==> config.mk <==
export PLATFORM = sky130hd
export DESIGN_NAME = sport_regport
export DESIGN_NICKNAME = d
export VERILOG_FILES = /design/src/rtl/sport_pkg.sv /design/src/rtl/sport_sync.sv /design/src/rtl/sport_frame.sv /design/src/rtl/sport_regs.sv /design/src/rtl/sport_regport.sv
export SDC_FILE = /design/constraint.sdc
export NUM_CORES = 2
export LEC_CHECK = 0
export BUFFER_PORTS_ARGS = -buffer_cell sky130_fd_sc_hd__buf_2
export CELL_PAD_IN_SITES_DETAIL_PLACEMENT = 0
export CELL_PAD_IN_SITES_GLOBAL_PLACEMENT = 2
export CORE_MARGIN = 3
export CORE_UTILIZATION = 30
export DETAILED_ROUTE_END_ITERATION = 8
export MAX_ROUTING_LAYER = met4
export PLACE_DENSITY = 0.52
export RECOVER_POWER = 50
export SLEW_MARGIN = 20
export SYNTH_ARGS = -nofsm -noshare
export SYNTH_HDL_FRONTEND = slang
export SYNTH_SLANG_ARGS = --single-unit
export TNS_END_PERCENT = 10
==> constraint.sdc <==
create_clock -name clk -period 38.9 [get_ports clk]
set_input_delay 7.78 -clock clk [delete_from_list [all_inputs] [get_ports clk]]
set_output_delay 7.78 -clock clk [all_outputs]
set_load 0.02 [all_outputs]
==> src/rtl/sport_pkg.sv <==
package sport_pkg;

  localparam int SP_AW   = 4;             // register address width
  localparam int SP_MAXB = 6;             // widest register in bytes
  localparam int SP_RW   = 8 * SP_MAXB;   // register storage width
  localparam int SP_NREG = 1 << SP_AW;

  typedef enum logic {PH_INSTR, PH_DATA} sp_phase_e;

  // data-phase length per address
  function automatic logic [2:0] sp_nbytes(input logic [SP_AW-1:0] a);
    case (a)
      4'd2, 4'd3, 4'd4: return 3'd6;
      4'd5, 4'd7:       return 3'd4;
      4'd6:             return 3'd3;
      default:          return 3'd2;
    endcase
  endfunction

  // addresses that hold storage
  function automatic logic sp_defined(input logic [SP_AW-1:0] a);
    return (a <= 4'd8) || (a == 4'd10) || (a == 4'd11);
  endfunction

  // register bit index of the seq-th transferred data bit
  function automatic logic [5:0] sp_bitpos(input logic [5:0] seq,
                                           input logic [2:0] n,
                                           input logic lsb);
    return lsb ? seq : ({n, 3'b000} - 6'd1 - seq);
  endfunction

endpackage

==> src/rtl/sport_sync.sv <==
module sport_sync #(
  parameter int W = 4
) (
  input  logic         clk,
  input  logic         rst_n,
  input  logic [W-1:0] d,
  output logic [W-1:0] q,
  output logic         rise0,
  output logic         fall0
);
  logic [W-1:0] prev;

  for (genvar i = 0; i < W; i++) begin : g_bit
    logic [1:0] sh;
    always_ff @(posedge clk) begin
      if (!rst_n) sh <= '0;
      else        sh <= {sh[0], d[i]};
    end
    assign q[i] = sh[1];
  end

  always_ff @(posedge clk) begin
    if (!rst_n) prev <= '0;
    else        prev <= q;
  end

  // edge events on bit 0 (serial clock)
  assign rise0 = q[0] & ~prev[0];
  assign fall0 = ~q[0] & prev[0];
endmodule

==> src/rtl/sport_frame.sv <==
module sport_frame
  import sport_pkg::*;
(
  input  logic             clk,
  input  logic             rst_n,
  input  logic             rise,
  input  logic             fall,
  input  logic             hold,
  input  logic             prst,
  input  logic             din,
  input  logic             lsb,
  input  logic             rd_bit,
  output sp_phase_e        phase,
  output logic             is_rd,
  output logic [SP_AW-1:0] addr,
  output logic [5:0]       rd_pos,
  output logic             wr_en,
  output logic [2:0]       wr_slot,
  output logic [7:0]       wr_byte,
  output logic             dout
);
  sp_phase_e  phase_q;
  logic [2:0] bit_q, byte_q, n;
  logic [7:0] acc_q, acc_nxt;
  logic [2:0] place;
  logic       step, last_bit, last_byte;

  assign step      = rise & ~hold & ~prst;
  assign n         = sp_nbytes(addr);
  assign last_bit  = (bit_q == 3'd7);
  assign last_byte = (byte_q == n - 3'd1);

  // bit order applies to instruction and data bits alike
  assign place = lsb ? bit_q : 3'd7 - bit_q;
  always_comb begin
    acc_nxt        = acc_q;
    acc_nxt[place] = din;
  end

  always_ff @(posedge clk) begin
    if (!rst_n) begin
      phase_q <= PH_INSTR;
      bit_q   <= '0;
      byte_q  <= '0;
      acc_q   <= '0;
      is_rd   <= 1'b0;
      addr    <= '0;
    end else if (prst) begin            // resync framing only
      phase_q <= PH_INSTR;
      bit_q   <= '0;
      byte_q  <= '0;
      acc_q   <= '0;
    end else if (step) begin
      bit_q <= bit_q + 3'd1;
      acc_q <= last_bit ? 8'h00 : acc_nxt;
      if (last_bit) begin
        if (phase_q == PH_INSTR) begin
          is_rd   <= acc_nxt[7];
          addr    <= acc_nxt[SP_AW-1:0];
          phase_q <= PH_DATA;
          byte_q  <= '0;
        end else if (last_byte) begin
          phase_q <= PH_INSTR;
          byte_q  <= '0;
        end else begin
          byte_q <= byte_q + 3'd1;
        end
      end
    end
  end

  // read bit moves only on a falling edge
  always_ff @(posedge clk) begin
    if (!rst_n) dout <= 1'b0;
    else if (fall && !hold && !prst && phase_q == PH_DATA && is_rd) dout <= rd_bit;
  end

  assign phase   = phase_q;
  assign rd_pos  = sp_bitpos({byte_q, bit_q}, n, lsb);
  // store each complete byte, discard for undefined addresses
  assign wr_en   = step & last_bit & (phase_q == PH_DATA) & ~is_rd & sp_defined(addr);
  assign wr_slot = lsb ? byte_q : n - 3'd1 - byte_q;
  assign wr_byte = acc_nxt;

  a_r1_instr_to_data: assert property (@(posedge clk) disable iff (!rst_n)
    step && phase_q == PH_INSTR && last_bit |=> phase_q == PH_DATA && byte_q == 3'd0);
  a_r4_last_byte_ends: assert property (@(posedge clk) disable iff (!rst_n)
    step && phase_q == PH_DATA && last_bit && last_byte |=> phase_q == PH_INSTR);
  a_r2_byte_bound: assert property (@(posedge clk) disable iff (!rst_n)
    phase_q == PH_DATA |-> byte_q < n);
  a_r6_hold_freezes: assert property (@(posedge clk) disable iff (!rst_n)
    hold && !prst |=> $stable(bit_q) && $stable(byte_q) && $stable(phase_q));
  a_r7_resync: assert property (@(posedge clk) disable iff (!rst_n)
    prst |=> phase_q == PH_INSTR && bit_q == 3'd0);
  a_r5_out_on_fall: assert property (@(posedge clk) disable iff (!rst_n)
    !fall |=> $stable(dout));
endmodule

==> src/rtl/sport_regs.sv <==
module sport_regs
  import sport_pkg::*;
#(
  parameter int NREG = SP_NREG,
  parameter int RW   = SP_RW
) (
  input  logic             clk,
  input  logic             rst_n,
  input  logic             wr_en,
  input  logic [SP_AW-1:0] wr_addr,
  input  logic [2:0]       wr_slot,
  input  logic [7:0]       wr_byte,
  input  logic             upd,
  input  logic [SP_AW-1:0] rd_addr,
  input  logic [5:0]       rd_pos,
  input  logic [SP_AW-1:0] act_sel,
  output logic             rd_bit,
  output logic [RW-1:0]    act_val,
  output logic [1:0]       cfg
);
  logic [RW-1:0] stg_q [NREG];
  logic [RW-1:0] act_q [NREG];

  for (genvar g = 0; g < NREG; g++) begin : g_reg
    // zero after reset; R10: bulk copy on update
    always_ff @(posedge clk) begin
      if (!rst_n) begin
        stg_q[g] <= '0;
        act_q[g] <= '0;
      end else begin
        if (wr_en && wr_addr == g) stg_q[g][{wr_slot, 3'b000} +: 8] <= wr_byte;
        if (upd) act_q[g] <= stg_q[g];
      end
    end

    a_r10_update_copy: assert property (@(posedge clk) disable iff (!rst_n)
      upd |=> act_q[g] == $past(stg_q[g]));

    if (!sp_defined(g)) begin : g_undef
      a_r11_no_storage: assert property (@(posedge clk) disable iff (!rst_n)
        stg_q[g] == '0);
    end
  end

  assign rd_bit  = stg_q[rd_addr][rd_pos] & sp_defined(rd_addr);
  assign act_val = act_q[act_sel];
  assign cfg     = act_q[7][1:0];   // bit 1 order, R9 bit 0 pin
endmodule

==> src/rtl/sport_regport.sv <==
module sport_regport
  import sport_pkg::*;
(
  input  logic         clk,
  input  logic         rst_n,
  input  logic         sclk_i,
  input  logic         cs_n_i,
  input  logic         sdata_i,
  input  logic         port_rst_i,
  input  logic         update_i,
  input  logic [3:0]   act_sel_i,
  output logic [47:0]  act_val_o,
  output logic         sdio_o,
  output logic         sdio_oe_o,
  output logic         sdo_o,
  output logic         sdo_oe_o
);
  logic [3:0]       sq;
  logic             s_rise, s_fall, hold, din, prst;
  sp_phase_e        phase;
  logic             is_rd, wr_en, rd_bit, dout, rd_active;
  logic [SP_AW-1:0] addr;
  logic [5:0]       rd_pos;
  logic [2:0]       wr_slot;
  logic [7:0]       wr_byte;
  logic [1:0]       cfg;

  sport_sync #(.W(4)) u_sync (
    .clk(clk), .rst_n(rst_n),
    .d({port_rst_i, sdata_i, cs_n_i, sclk_i}),
    .q(sq), .rise0(s_rise), .fall0(s_fall));

  assign hold = sq[1];
  assign din  = sq[2];
  assign prst = sq[3];

  sport_frame u_frame (
    .clk(clk), .rst_n(rst_n), .rise(s_rise), .fall(s_fall), .hold(hold),
    .prst(prst), .din(din), .lsb(cfg[1]), .rd_bit(rd_bit), .phase(phase),
    .is_rd(is_rd), .addr(addr), .rd_pos(rd_pos), .wr_en(wr_en),
    .wr_slot(wr_slot), .wr_byte(wr_byte), .dout(dout));

  sport_regs #(.NREG(SP_NREG), .RW(SP_RW)) u_regs (
    .clk(clk), .rst_n(rst_n), .wr_en(wr_en), .wr_addr(addr),
    .wr_slot(wr_slot), .wr_byte(wr_byte), .upd(update_i), .rd_addr(addr),
    .rd_pos(rd_pos), .act_sel(act_sel_i), .rd_bit(rd_bit),
    .act_val(act_val_o), .cfg(cfg));

  // drive only during an unpaused read data phase, on the chosen pin
  assign rd_active = (phase == PH_DATA) & is_rd & ~hold & ~prst;
  assign sdio_oe_o = rd_active & ~cfg[0];
  assign sdo_oe_o  = rd_active & cfg[0];
  assign sdio_o    = sdio_oe_o & dout;
  assign sdo_o     = sdo_oe_o & dout;

  a_r9_one_pin: assert property (@(posedge clk) disable iff (!rst_n)
    $onehot0({sdio_oe_o, sdo_oe_o}));
  a_r6_hiz_deselected: assert property (@(posedge clk) disable iff (!rst_n)
    hold |-> !sdio_oe_o && !sdo_oe_o);
endmodule

==> run metrics <==
Clock Skews 0.0297 ns; Slew headroom -516%; setup violators final 0; IO Port Bufs 62; crit-path cells clkbuf_1 > clkbuf_1 > clkbuf_1 > nand2_1; Worst IR Drop VDD approximately 0.000040 V; async set or reset register ratio after synthesis 0%; I/O Pins 63; Overflow after GRT 0; Post-Route WL 235000 µm; initial antenna violation count 14; P per Cell Area 50.0 nW/µm²; Worst-path clk slew 0.06 ns; synth cell count leaders edfxtp_1, and3_1, nor2_1; layout cells sized above 1 about 17%; combinational power share between 5 and 6%; CP Data Arrival Time slightly below 20 ns; Worst setup EP type register; hpwl dp 151000 µm; Int Pwr 0.00302 W; reg2reg end u_regs.stg_q[11][43]; Worst Hold End u_sync.g_bit[3].sh[1]; insertion delay to the later sink of the worst-skew pair 0.84 ns; Clock Tree Buf Depth 3; status complete, but fails checks; most frequent cell after synthesis edfxtp_1; vias in the first global route 40600; synthesized area 68800 µm²; failing checks capacitance limit, slew limit; Crit path buffers/inverters 3; via count a little under 40000; min-delay src u_sync.g_bit[3].sh[0]; Post-synth EDFFs 1536; CP required 38.88 ns; Slew Limit Fails 1829; Most common cell on crit path clkbuf_1; initial core utilization 30.2%; placed cell count 7388; actual slew at the worst max-slew pin 9.24 ns; R2R depth 11; die height 485 µm; Final Hold Vio Count 0; global-route wire length before repair 331000 µm; Top FF cell, synth edfxtp_1; remaining antenna violation count 0; critical path type input port to register; Vias per Instance about 5.1; DIE WIDTH 485 µm; CP max FO approximately 190; R2R setup slack 33.18 ns; FP Rows 175; htree depth 4; class of the worst hold path register to register; final setup TNS 0 ns; routed len/inst 30.3 µm; r2r startpoint u_frame.addr[0]; DR pass1 iterations 5; CP Launch Type input port; setup repair bufs after CTS 0; Total Nets Final between 4000 and 5000; Finished Layout Cells 7734; Hold Crit Depth 1; maxcap violations 18; DR DRC count 0; Sink Count 1570; Yosys top cell area share between 60% and 70%; CTS Hold Bufs 0; largest net degree at the start of global routing 194; TritonCTS clock tree done; critical path's slowest cell clkbuf_1; Clock Root Buffer clkbuf_16; sequential power share 51.0%; slowest stage delay, CP 5.02 ns; CTS Buf Count 185; synthesized instance count about 4400; fin crit period 19.83 ns; synthesized area per cell 15.8 µm²; full die area 235000 µm²; switch share 23.2%; Gates resized, CTS repair 0; fmax slightly above 50 MHz; Worst path top cell family by delay buffers and inverters; Core Region around 230000 µm²; gp weighted congestion between 0.7 and 0.8; synth unique cells 71; Clock Power Share 43.3%; Synth Warn # 0; gr usage total a little over 20%; initial drt markers around 4000; Fin Hold WS 0.442 ns; Lkg Pwr 29.3 nW; Synth Register Bits between 1500 and 2000; Synth area leader edfxtp_1; synth top area cells edfxtp_1, mux4_2, and3_1, nor2_1, clkbuf_1; area grow syn2layout 14.4%; fin crit share 51.0%; post-synthesis sequential area ratio 68.0%; RSZ-0062 raised after global routing no; switching power 0.000914 W
[state kept, by name, summed over array words and instances, names as in the netlist, named ones only]
signal and count:
u_regs.act_q 768, u_frame.addr 4, u_frame.acc_q 8, u_frame.byte_q 3, u_frame.phase 1, u_frame.dout 1
u_frame.is_rd 1, u_regs.stg_q 768, u_frame.bit_q 3, u_sync.g_bit.sh 8, u_sync.prev 1
[placed cells by master (no fill, tap or decap), types with 13 or more instances in the layout]
cell type and instances:
inv_1 40, a22oi_1 32, clkbuf_16 187, a21oi_1 29
buf_4 67, conb_1 240, o21ai_0 20, nand2b_1 16
clkinv_2 22, clkbuf_1 77, dfxtp_1 30, nand4_1 15
a221oi_1 32, edfxtp_1 1536, and3_1 774, nand3_1 28
nand2_1 192, buf_2 52, clkinv_1 49, mux2i_1 91
nor2_1 566, nor3_1 23, bufinv_16 13, mux4_2 399
[power by group through the flow]
stage | registers (W) | clock network [W] | logic [W]
6_report | 0.00201 | 0.00170 | 0.000226
4_1_cts | 0.00200 | 0.00175 | 0.000232
3_5_place_dp | 0.00203 | 0 | 0.000232
2_1_floorplan | 0.00204 | 0 | 0.000146
3_3_place_gp | 0.00204 | 0 | 0.000229
5_1_grt | 0.00201 | 0.00181 | 0.000245
[kinds of logic after synthesis]
logic type                 synth area share, %
DFF                                       68.0
muxes                                     14.6
other                                  0.00545
and+or+nand+nor                           12.6
xor gates and xnor gates                0.0891
buffers and inverters                     2.68
adders and majority gates                0.222
AOI/OAI and AO/OA                         1.75
[per-layer routing]
layer	vias up	share of wire [%]	global-route usage [%]
met5	-	0	-
met4	0	1.6	3.60
met3	231	5.0	3.16
met2	1088	46	31.1
met1	21000	47	29.2
li1	17200	-	-
[through the flow]
step           setup slack, ns  instance area [µm²]  util (%)  total power (W)
3_5_place_dp             19.75                73000      32.1          0.00227
3_3_place_gp             19.91                73000      32.1          0.00227
5_1_grt                  17.89                78700      34.6          0.00407
6_report                 19.07                78700      34.6          0.00394
4_1_cts                  19.75                78900      34.6          0.00398
2_1_floorplan            11.22                69700         -          0.00219
[how the worst max path moves through the flow]
stage,start,endpoint,slack [ns],cells after the start
after global routing,rst_n,u_regs.stg_q[0][12],17.89,4
after global placement,act_sel_i[0],act_val_o[28],19.91,6
after CTS,act_sel_i[0],act_val_o[28],19.75,6
final,rst_n,u_regs.stg_q[8][4],19.07,4
after detailed placement,act_sel_i[0],act_val_o[28],19.75,6
after floorplan,update_i,u_regs.act_q[0][0],11.22,2
[cell type report]
type / instances / area [µm²]
Inverter: 42 / 158
Clock buffer: 241 / 4930
Sequential cell: 1570 / 46800
Clock inverter: 99 / 895
Antenna cell: 6 / 15.0
Tap cell: 3009 / 3760
Fill cell: 21900 / 149000
Multi-Input combinational cell: 2615 / 21200
Timing Repair Buffer: 152 / 953
(Power assumes the default switching activity.)
